<file path="src/rtl/icd_pkg.sv">
package icd_pkg;
  parameter int unsigned CLS_W   = 2;
  parameter int unsigned FUNCT_W = 6;
  parameter int unsigned RIDX_W  = 4;
  parameter int unsigned ALU_W   = 2;
  parameter int unsigned IMM_W   = 2;
  parameter int unsigned FLAG_W  = 2;

  typedef enum logic [CLS_W-1:0] {
    CLS_DATA = 2'd0,
    CLS_MEM  = 2'd1,
    CLS_JUMP = 2'd2,
    CLS_RSV  = 2'd3
  } cls_e;

  typedef enum logic [ALU_W-1:0] {
    ALU_ADD = 2'd0,
    ALU_SUB = 2'd1,
    ALU_AND = 2'd2,
    ALU_ORR = 2'd3
  } alu_op_e;

  typedef enum logic [IMM_W-1:0] {
    IMM_ROT8  = 2'd0,
    IMM_OFF12 = 2'd1,
    IMM_JMP24 = 2'd2
  } imm_fmt_e;

  localparam logic [3:0] CMD_AND = 4'b0000;
  localparam logic [3:0] CMD_SUB = 4'b0010;
  localparam logic [3:0] CMD_ADD = 4'b0100;
  localparam logic [3:0] CMD_ORR = 4'b1100;
endpackage

</file>
<file path="src/rtl/icd_alu_dec.sv">
module icd_alu_dec
  import icd_pkg::*;
#(
  parameter int unsigned FW = FUNCT_W
) (
  input  logic [CLS_W-1:0]  op_class,
  input  logic [FW-1:0]     funct,
  output logic              cmd_ok,
  output logic [ALU_W-1:0]  alu_ctl,
  output logic [FLAG_W-1:0] flag_write
);
  localparam int unsigned CMD_HI = FW - 2;
  localparam int unsigned CMD_LO = 1;

  logic [CMD_HI-CMD_LO:0] cmd;
  logic                   s_bit;
  alu_op_e                dp_op;
  logic                   arith;

  assign cmd   = funct[CMD_HI:CMD_LO];
  assign s_bit = funct[0];

  always_comb begin
    cmd_ok = 1'b1;
    dp_op  = ALU_ADD;
    unique case (cmd)
      CMD_ADD: dp_op = ALU_ADD;
      CMD_SUB: dp_op = ALU_SUB;
      CMD_AND: dp_op = ALU_AND;
      CMD_ORR: dp_op = ALU_ORR;
      default: cmd_ok = 1'b0;
    endcase
  end

  assign arith = (dp_op == ALU_ADD) || (dp_op == ALU_SUB);

  always_comb begin
    alu_ctl    = ALU_ADD;
    flag_write = '0;
    if (cls_e'(op_class) == CLS_DATA && cmd_ok) begin
      alu_ctl = dp_op;
      if (s_bit) flag_write = {1'b1, arith};
    end
  end

  always_comb begin
    assert_cv_needs_nz_R6: assert (!(flag_write[0] && !flag_write[1]));
  end
endmodule

</file>
<file path="src/rtl/icd_main_dec.sv">
module icd_main_dec
  import icd_pkg::*;
#(
  parameter int unsigned FW = FUNCT_W
) (
  input  logic [CLS_W-1:0] op_class,
  input  logic [FW-1:0]    funct,
  input  logic             cmd_ok,
  output logic             is_jump,
  output logic             reg_write,
  output logic             mem_write,
  output logic             mem_to_reg,
  output logic             alu_src,
  output logic [IMM_W-1:0] imm_src,
  output logic [1:0]       reg_src
);
  localparam int unsigned IMM_BIT = FW - 1;

  logic ld_bit;
  assign ld_bit = funct[0];

  always_comb begin
    is_jump    = 1'b0;
    reg_write  = 1'b0;
    mem_write  = 1'b0;
    mem_to_reg = 1'b0;
    alu_src    = 1'b0;
    imm_src    = IMM_ROT8;
    reg_src    = 2'b00;
    unique case (cls_e'(op_class))
      CLS_DATA: begin
        reg_write = cmd_ok;
        alu_src   = funct[IMM_BIT];
      end
      CLS_MEM: begin
        alu_src    = 1'b1;
        imm_src    = IMM_OFF12;
        reg_write  = ld_bit;
        mem_to_reg = ld_bit;
        mem_write  = !ld_bit;
        reg_src    = ld_bit ? 2'b00 : 2'b10;
      end
      CLS_JUMP: begin
        is_jump = 1'b1;
        alu_src = 1'b1;
        imm_src = IMM_JMP24;
        reg_src = 2'b01;
      end
      default: ;
    endcase
  end

  always_comb begin
    assert_single_write_R1: assert (!(reg_write && mem_write));
  end
endmodule

</file>
<file path="src/rtl/icd_pc_logic.sv">
module icd_pc_logic
  import icd_pkg::*;
#(
  parameter int unsigned AW = RIDX_W
) (
  input  logic          is_jump,
  input  logic          reg_write,
  input  logic [AW-1:0] rd,
  output logic          pc_src
);
  localparam logic [AW-1:0] PC_IDX = {AW{1'b1}};

  logic hits_pc;
  assign hits_pc = (rd == PC_IDX);
  assign pc_src  = is_jump || (reg_write && hits_pc);

  always_comb begin
    assert_pc_write_R8: assert (!(reg_write && rd == PC_IDX) || pc_src);
  end
endmodule

</file>
<file path="src/rtl/instr_ctrl_decoder.sv">
module instr_ctrl_decoder
  import icd_pkg::*;
#(
  parameter int unsigned FW = FUNCT_W,
  parameter int unsigned AW = RIDX_W
) (
  input  logic [CLS_W-1:0]  op_class,
  input  logic [FW-1:0]     funct,
  input  logic [AW-1:0]     rd,
  output logic              reg_write,
  output logic              mem_write,
  output logic              mem_to_reg,
  output logic              alu_src,
  output logic [IMM_W-1:0]  imm_src,
  output logic [1:0]        reg_src,
  output logic [ALU_W-1:0]  alu_ctl,
  output logic [FLAG_W-1:0] flag_write,
  output logic              pc_src
);
  logic cmd_ok;
  logic is_jump;

  icd_alu_dec #(.FW(FW)) alu_dec_i (
    .op_class   (op_class),
    .funct      (funct),
    .cmd_ok     (cmd_ok),
    .alu_ctl    (alu_ctl),
    .flag_write (flag_write)
  );

  icd_main_dec #(.FW(FW)) main_dec_i (
    .op_class   (op_class),
    .funct      (funct),
    .cmd_ok     (cmd_ok),
    .is_jump    (is_jump),
    .reg_write  (reg_write),
    .mem_write  (mem_write),
    .mem_to_reg (mem_to_reg),
    .alu_src    (alu_src),
    .imm_src    (imm_src),
    .reg_src    (reg_src)
  );

  icd_pc_logic #(.AW(AW)) pc_logic_i (
    .is_jump   (is_jump),
    .reg_write (reg_write),
    .rd        (rd),
    .pc_src    (pc_src)
  );

  always_comb begin
    assert_jump_redirect_R7: assert (cls_e'(op_class) != CLS_JUMP || pc_src);
    assert_addr_add_R5: assert (!(cls_e'(op_class) == CLS_MEM || cls_e'(op_class) == CLS_JUMP)
                                || alu_ctl == ALU_ADD);
    assert_flags_only_dp_R6: assert (flag_write == '0
                                     || (cls_e'(op_class) == CLS_DATA && funct[0]));
    assert_rsv_quiet_R9: assert (cls_e'(op_class) != CLS_RSV
                                 || !(reg_write || mem_write || mem_to_reg || pc_src
                                      || flag_write != '0));
  end
endmodule

</file>
<file path="config.mk">
export PLATFORM = sky130hd
export DESIGN_NAME = instr_ctrl_decoder
export DESIGN_NICKNAME = d
export VERILOG_FILES = /design/src/rtl/icd_pkg.sv /design/src/rtl/icd_alu_dec.sv /design/src/rtl/icd_main_dec.sv /design/src/rtl/icd_pc_logic.sv /design/src/rtl/instr_ctrl_decoder.sv
export SDC_FILE = /design/constraint.sdc
export NUM_CORES = 1
export LEC_CHECK = 0
export CAP_MARGIN = 20
export CORE_AREA = 3 3 40 42
export DETAILED_ROUTE_END_ITERATION = 10
export DIE_AREA = 0 0 43 45
export MAX_ROUTING_LAYER = met4
export PLACE_DENSITY_LB_ADDON = 0.25
export SYNTH_ARGS = -nofsm -noshare
export SYNTH_HDL_FRONTEND = slang
export SYNTH_HIERARCHICAL = 1
export SYNTH_SLANG_ARGS = --single-unit
</file>
<file path="constraint.sdc">
create_clock -name vclk -period 2.4
set_input_delay 0.48 -clock vclk [all_inputs]
set_output_delay 0.48 -clock vclk [all_outputs]
set_load 0.005 [all_outputs]
</file>
==> results of run 1 <==
worst max-delay path by stage:
stage,from,to
2_1_floorplan,op_class[1],pc_src
3_5_place_dp,op_class[1],pc_src
3_3_place_gp,op_class[1],pc_src
5_1_grt,funct[2],pc_src
4_1_cts,op_class[0],pc_src
6_report,funct[2],pc_src
cells in the final DEF, fill, tap and decap left out, types with 2 or more instances in the layout:
master | synthesis | final
a21oi_1 | 2 | 2
buf_4 | 2 | 17
clkbuf_2 | 0 | 2
clkdlybuf4s50_1 | 0 | 14
dlygate4sd2_1 | 0 | 7
dlymetal6s2s_1 | 0 | 2
ha_1 | 5 | 4
or3b_1 | 2 | 2
stage by stage:
| step | setup slack [ns] | area, sq um | TNS, ns | hold slack (ns) | util (%) |
|---|---|---|---|---|---|
| finish | 0.06859 | 635.6 | 0 | 1.525 | 49.46 |
| global route | 0.002269 | 635.6 | 0 | 1.559 | 49.46 |
| CTS | 0.01981 | 633.1 | 0 | 1.622 | 49.27 |
| detailed placement | -0.4394 | 634.4 | -2.100 | 1.967 | 49.37 |
| global placement | -0.4055 | 634.4 | -2.065 | 1.960 | 49.37 |
| floorplan | 0.5148 | 252.7 | 0 | 0.9837 | - |
cells in the mapped netlist:
cell type / count
a2111oi_2: 1
a211oi_1: 1
a21o_1: 1
a21oi_1: 2
a31o_1: 1
and2_1: 1
and2_4: 1
and3_1: 1
buf_4: 2
ha_1: 5
inv_1: 2
nand3b_1: 1
nor2_1: 1
nor2b_1: 2
nor2b_2: 1
nor4_2: 1
nor4b_2: 1
or3_4: 1
or3b_1: 2
xnor2_1: 1
kinds of logic (layout without fill, tap and decap cells):
| logic type | count (synthesis) | after routing | share of synthesized area (%) |
|---|---|---|---|
| buffers and inverters | 4 | 44 | 8.910 |
| adders and majority gates | 5 | 5 | 24.75 |
| AOI/OAI and AO/OA | 6 | 6 | 19.31 |
| xor gates and xnor gates | 1 | 1 | 3.466 |
| and+or+nand+nor | 13 | 13 | 43.57 |
repair_timing:
| action | in CTS | in global routing |
|---|---|---|
| setup endpoints to repair | 12 | 2 |
| hold buffers | 0 | 0 |
| gates resized for setup | 13 | 7 |
| pin swaps | 1 | 0 |
power by group through the flow:
stage,clock (W),combinational (W),sequential (W)
final,0,0.0000887,0
after global routing,0,0.0000970,0
after CTS,0,0.0000899,0
after detailed placement,0,0.0000914,0
after global placement,0,0.0000905,0
after floorplan,0,0.0000249,0
layout make-up:
| class | count | area (sq um) | area share, % |
|---|---|---|---|
| inverters | 2 | 7.507 | 1.181 |
| multi-input cells | 25 | 245.2 | 38.58 |
| repair buffers | 42 | 364.1 | 57.28 |
| well taps | 15 | 18.77 | 2.953 |
routing by layer:
layer  part of all wire [%]  vias up
met2                     54        8
met5                      0        -
met1                     43      157
met4                      0        0
met3                    3.4        0
li1                       -      183
==> results.cfg, run 1 <==
[outcome]
status = finished clean

[final_layout]
syn2layout_area_growth_pct = 151.5
flops_and_latches = 0
fill_cells = 135
nClkBuffers = 0
layout.cells.non_filler = 84
regArea_sq_um = 0
fin_nets = 88
n_antenna_cell = 0
layout-drive-gt1-share_pct = 42.03

[die]
die_w_um = 43
ios = 25
fp.dieH_um = 45
fp-row-count = 13
die-area_sq_mm = 0.001935
core-area_sq_mm = 0.001285
start_util_pct = 19.67

[logic_synthesis]
ys_types = 20
synth_cells = 29
ys_seq_area_share_pct = 0
synth.area.top_cells = ha_1, or3b_1, a2111oi_2, buf_4, nor4b_2
synth_top_cell_by_area = ha_1
yosysWarnings = 6
synthesis.area_per_instance_sq_um = 8.715
synth_top_area_share_pct = 24.75
syn_nets = 46
syn_area_sq_um = 252.7

[grt]
grtUsageMet3_pct = 0.3984
grt_usage_pct = 9.564
grt_use_met2_pct = 17.37
antenna_found_initial = 0
grt_max_degree = 5
overflow = 0
top_usage_layer = met2
use_met1_pct = 12.62
grt_pass1_vias = 327
grt_pass1_wl_um = 1476

[drt]
wl_per_cell_um = 10.51
drc = 0
vias = 348
drt-initial-drc-count = 1
drt-vias-per-instance = 4.143
final_antenna_net_count = 0
dr.pass1.iters = 2
drt-total-wl_um = 883

[run]
drv_cap = 0

[pwr]
switching_share_pct = 34.37
fin_total_pwr_w = 0.00008865
intPower_w = 0.00005818
power_density_mw_per_mm2 = 139.5
seqPwrFrac_pct = 0
ir_worst_vdd_mv = 0.04577
comb_power_share_pct = 100.0
switchingPower_w = 0.00003047
clkPwrFrac_pct = 0
cellLeakagePower_nw = 0.3264

[setup_path]
arrival_ns = 1.85
worstPathRequired_ns = 1.92
cp_max_fo = 2
critPathLaunchType = input port
cp_slowest_stage_delay_ns = 0.49
crit_slowest_cell = clkdlybuf4s50_1
cp-end-kind = output port
crit_chain = clkdlybuf4s50_1 -> a211oi_2 -> a21o_1 -> and3_1 -> a31o_1 -> dlygate4sd2_1
critical_path_class = in -> out
critPathTopFamily = buffers and inverters
critical_path_buf_inv_count = 2
path_depth = 6

[timing]
tightest_slew_ns = 0.2577
hold_violations = 0
drv_slew = 0
rsz0062_at_grt = false
setup_viol = 0
max_slew_margin_pct = 82.78
min_period_over_period_pct = 97.14
period_needed_ns = 2.331
fmax_ghz = 0.4289

[placed_design]
port-buffer-count = 25
hpwl_um = 790.2
place_inst = 84
place_congestion = 0.6581

[hold_path]
holdCritPathClass = in -> out
hold_path_depth = 4
worstHoldStart = funct[1]
holdPathEnd = flag_write[1]

[cts]
post_cts_buffers = 0
(Power assumes the default switching activity.)
==> run 2: changes to the inputs <==
--- a/config.mk
+++ b/config.mk
@@ -6,9 +6,9 @@
 export NUM_CORES = 1
 export LEC_CHECK = 0
 export CAP_MARGIN = 20
-export CORE_AREA = 3 3 40 42
+export CORE_AREA = 2 2 39 41
 export DETAILED_ROUTE_END_ITERATION = 10
-export DIE_AREA = 0 0 43 45
+export DIE_AREA = 0 0 41 43
 export MAX_ROUTING_LAYER = met4
 export PLACE_DENSITY_LB_ADDON = 0.25
 export SYNTH_ARGS = -nofsm -noshare
==> run 2 against run 1 <==
Net effect: worst setup slack got worse by 0.022 ns; first-iteration DRC count increased by 100%; global-route usage increased by 1.9 points; design area unchanged; sequential cell count unchanged; critical path depth increased by 1; clock-buffer cell count unchanged; utilization decreased by 3.5 points; non-clock buffer count unchanged; cell count increased by 1.2%; largest cell class unchanged.
==> results.cfg, run 2 (synthesized netlist as in run 1, its figures left out) <==
[final_layout]
final_common_cell = buf_4
fin_nets = 88
nClkBuffers = 0
n_antenna_cell = 0
layout-drive-gt1-share_pct = 42.03
flops_and_latches = 0
syn2layout_area_growth_pct = 151.5
regArea_sq_um = 0
layout_common_cells = buf_4, clkdlybuf4s50_1, dlygate4sd2_1
layout.cells.non_filler = 85

[drt]
drt-total-wl_um = 856
wl_per_cell_um = 10.07
vias = 356
dr.pass1.iters = 4
final_antenna_net_count = 0
drt-vias-per-instance = 4.188
drt-initial-drc-count = 2
drc = 0

[setup_path]
critical_path_buf_inv_count = 2
cp-end-kind = output port
startpoint = op_class[0]
critical_path_class = in -> out
worstPathRequired_ns = 1.92
critPathLaunchType = input port
cp_max_fo = 3
critPathTopFamily = buffers and inverters
crit_chain = dlygate4sd2_1 -> ha_2 -> and2_4 -> a21o_1 -> and3_1 -> a31o_1 -> dlygate4sd2_1
crit_top_cell = dlygate4sd2_1
crit_slowest_cell = dlygate4sd2_1
arrival_ns = 1.87
cp_slowest_stage_delay_ns = 0.27

[cts]
post_cts_buffers = 0
ctsHoldBuffers = 0

[placed_design]
place_inst = 85
hpwl_um = 710.7
place_congestion = 0.6368
port-buffer-count = 25

[die]
ios = 25
die-area_sq_mm = 0.001763
fp-row-count = 14
fp.dieH_um = 43
die_w_um = 41
core-area_sq_mm = 0.001384
start_util_pct = 18.26

[timing]
hold_violations = 0
max_slew_margin_pct = 82.84
drv_slew = 0
period_needed_ns = 2.354
fmax_ghz = 0.4248
rsz0062_at_grt = true
min_period_over_period_pct = 98.08
tightest_slew_ns = 0.2569
finalHoldWorstSlack_ns = 1.548
setup_viol = 0

[grt]
antenna_found_initial = 0
grt_pass1_wl_um = 1449
grt_max_degree = 6
grt_usage_pct = 11.46
grt_pass1_vias = 362
overflow = 0

[pwr]
power_density_mw_per_mm2 = 137.7
cellLeakagePower_nw = 0.3164
ir_worst_vdd_mv = 0.05460

[hold_path]
holdCritPathClass = in -> out
worstHoldStart = funct[4]

[outcome]
status = finished clean

[run]
drv_cap = 0
[run 2: area by class of cell]
class	count	area, sq um
fillers	150	748.2
repair buffers	42	360.3
multi-input cells	25	247.7
well taps	16	20.02
inverters	2	7.507
[run 2: what timing repair did]
item	4_1_cts	5_1_grt
resized for setup	19	4
hold endpoints to repair	0	0
setup endpoints to repair	10	3
pin swaps	2	0
[run 2: metrics by stage]
step / setup slack (ns) / TNS, ns / cell area (sq um) / util [%] / power, W
floorplan: 0.5148 / 0 / 252.7 / - / 0.00002488
global placement: -0.3919 / -1.990 / 635.6 / 45.93 / 0.00009103
detailed placement: -0.4174 / -2.121 / 635.6 / 45.93 / 0.00009092
CTS: 0.005250 / 0 / 634.4 / 45.84 / 0.00008908
global route: -0.02144 / -0.02144 / 635.6 / 45.93 / 0.00009677
finish: 0.04613 / 0 / 635.6 / 45.93 / 0.00008752
[run 2: report_power, final]
part | internal [W] | total (W) | switching, W
logic | 0.0000573 | 0.0000875 | 0.0000302
clock network | 0 | 0 | 0
registers | 0 | 0 | 0
[run 2: path summary, 6_finish.rpt]
path / endpoint / cells past startpoint
setup / recovery: pc_src / 7
hold / removal: flag_write[0] / 4
[run 2: layer usage]
| layer | up-vias | wire [um] | track usage, % |
|---|---|---|---|
| met2 | 17 | 405 | 19.38 |
| met4 | 0 | 0 | 0 |
| met3 | 0 | 73 | 0.5236 |
| met1 | 155 | 377 | 15.51 |
| met5 | - | 0 | - |
| li1 | 184 | - | - |
==> run 3: changes to the inputs <==
--- a/config.mk
+++ b/config.mk
@@ -6,6 +6,8 @@
 export NUM_CORES = 1
 export LEC_CHECK = 0
 export CAP_MARGIN = 20
+export CELL_PAD_IN_SITES_DETAIL_PLACEMENT = 0
+export CELL_PAD_IN_SITES_GLOBAL_PLACEMENT = 1
 export CORE_AREA = 2 2 39 41
 export DETAILED_ROUTE_END_ITERATION = 10
 export DIE_AREA = 0 0 41 43
==> run 3 against run 2 <==
Net effect: clock-buffer cell count stayed put; combinational power is 0.8% higher; non-clock buffer count grew 1; worst setup slack better by 0.088 ns; utilization grew 0.27 points; hold slack lost 0.24 ns; total power rose by 0.79%; via count rose by 0.84%; sequential cell count unchanged; die area unchanged; critical path type unchanged.
==> results.cfg, run 3 (synthesized netlist as in run 1, its figures left out) <==
[die]
fp-row-count = 14
start_util_pct = 18.26
ios = 25
die-area_sq_mm = 0.001763
fp.dieH_um = 43
core-area_sq_mm = 0.001384
die_w_um = 41

[drt]
final_antenna_net_count = 0
drt-total-wl_um = 786
drt-vias-per-instance = 4.174
wl_per_cell_um = 9.140
vias = 359
drt-initial-drc-count = 0
dr.pass1.iters = 1
drc = 0

[setup_path]
cp-end-kind = output port
critPathLaunchType = input port
cp_max_fo = 4
arrival_ns = 1.79
critical_path_class = in -> out
worstPathRequired_ns = 1.92

[final_layout]
nClkBuffers = 0
final_common_cell = buf_4
syn2layout_area_growth_pct = 153.0
fill_cells = 146
n_antenna_cell = 0
layout-drive-gt1-share_pct = 44.29
layout_common_cells = buf_4, clkdlybuf4s50_1, dlygate4sd2_1
fin_nets = 89
regArea_sq_um = 0
flops_and_latches = 0

[placed_design]
port-buffer-count = 25
hpwl_um = 681.9
place_congestion = 0.6222

[grt]
grt_usage_pct = 9.826
antenna_found_initial = 0
grt_pass1_vias = 349
grt_max_degree = 6
overflow = 0
grt_pass1_wl_um = 1283

[timing]
hold_violations = 0
tightest_slew_ns = 0.2467
drv_slew = 0
fmax_ghz = 0.4412
min_period_over_period_pct = 94.43
max_slew_margin_pct = 83.52
finalHoldWorstSlack_ns = 1.312
rsz0062_at_grt = false
period_needed_ns = 2.266
setup_viol = 0

[pwr]
ir_worst_vdd_mv = 0.07140
fin_total_pwr_w = 0.00008822
cellLeakagePower_nw = 0.3306
power_density_mw_per_mm2 = 138.0

[hold_path]
holdCritPathClass = in -> out

[cts]
ctsHoldBuffers = 0

[outcome]
status = finished clean

[run]
drv_cap = 0
==> run 3: cell count changes in the layout (fill, tap and decap cells not counted) <==
| cell | change |
|---|---|
| buf_4 | +1 |
| clkbuf_2 | +1 |
| clkdlybuf4s50_1 | -1 |
| dlygate4sd2_1 | -1 |
| dlymetal6s2s_1 | +1 |
| ha_1 | +1 |
| ha_2 | -1 |
| inv_1 | -1 |
| inv_2 | +1 |
==> run 3: repair_timing <==
item,4_1_cts,5_1_grt
endpoints found under the hold margin,0,0
gates resized for setup,20,6
buffers inserted,0,1
endpoints found under the setup margin,11,3
pin swaps,2,1
cloned,0,0
==> run 3: path summary, 6_finish.rpt <==
| kind | from | endpoint | slack (ns) | cells after the start |
|---|---|---|---|---|
| worst min-delay path | funct[1] | flag_write[1] | 1.31 | 3 |
| worst max-delay path | funct[3] | pc_src | 0.13 | 7 |
==> run 3: final cells by class <==
type | instances | area, sq um | share of cell area [%]
tap | 16 | 20.02 | 3.131
inverter | 2 | 7.507 | 1.174
timing repair buffer | 43 | 366.6 | 57.34
multi-input combinational | 25 | 245.2 | 38.36
==> run 3: metrics by stage <==
step                instance area (sq um)  TNS (ns)  instances  utilization (%)  setup WS [ns]
finish                              639.4         0         86            46.20         0.1337
CTS                                 634.4         0         85            45.84        0.01817
global route                        639.4         0         86            46.20        0.04122
global placement                    635.6    -2.091         85            45.93        -0.4285
detailed placement                  635.6    -2.153         85            45.93        -0.4517
floorplan                           252.7         0         29                -         0.5148
==> run 3: routing by layer <==
metal  up-vias  wire, um  GRT usage (%)
met1       156       339          12.34
met2        17       360          17.50
li1        186         -              -
met5         -         0              -
met3         0        86         0.5236
met4         0         0              0
==> run 3: power by group <==
group	total [W]	internal [W]	switching, W
Sequential	0	0	0
Combinational	0.0000882	0.0000582	0.0000300
Clock	0	0	0
==> run 3: critical path, stage by stage <==
cell and delay (ns):
dlygate4sd2_1 0.30, nor2b_4 0.14, a211oi_2 0.05, a21o_1 0.20, and3_1 0.17, a31o_1 0.20, dlygate4sd2_1 0.25
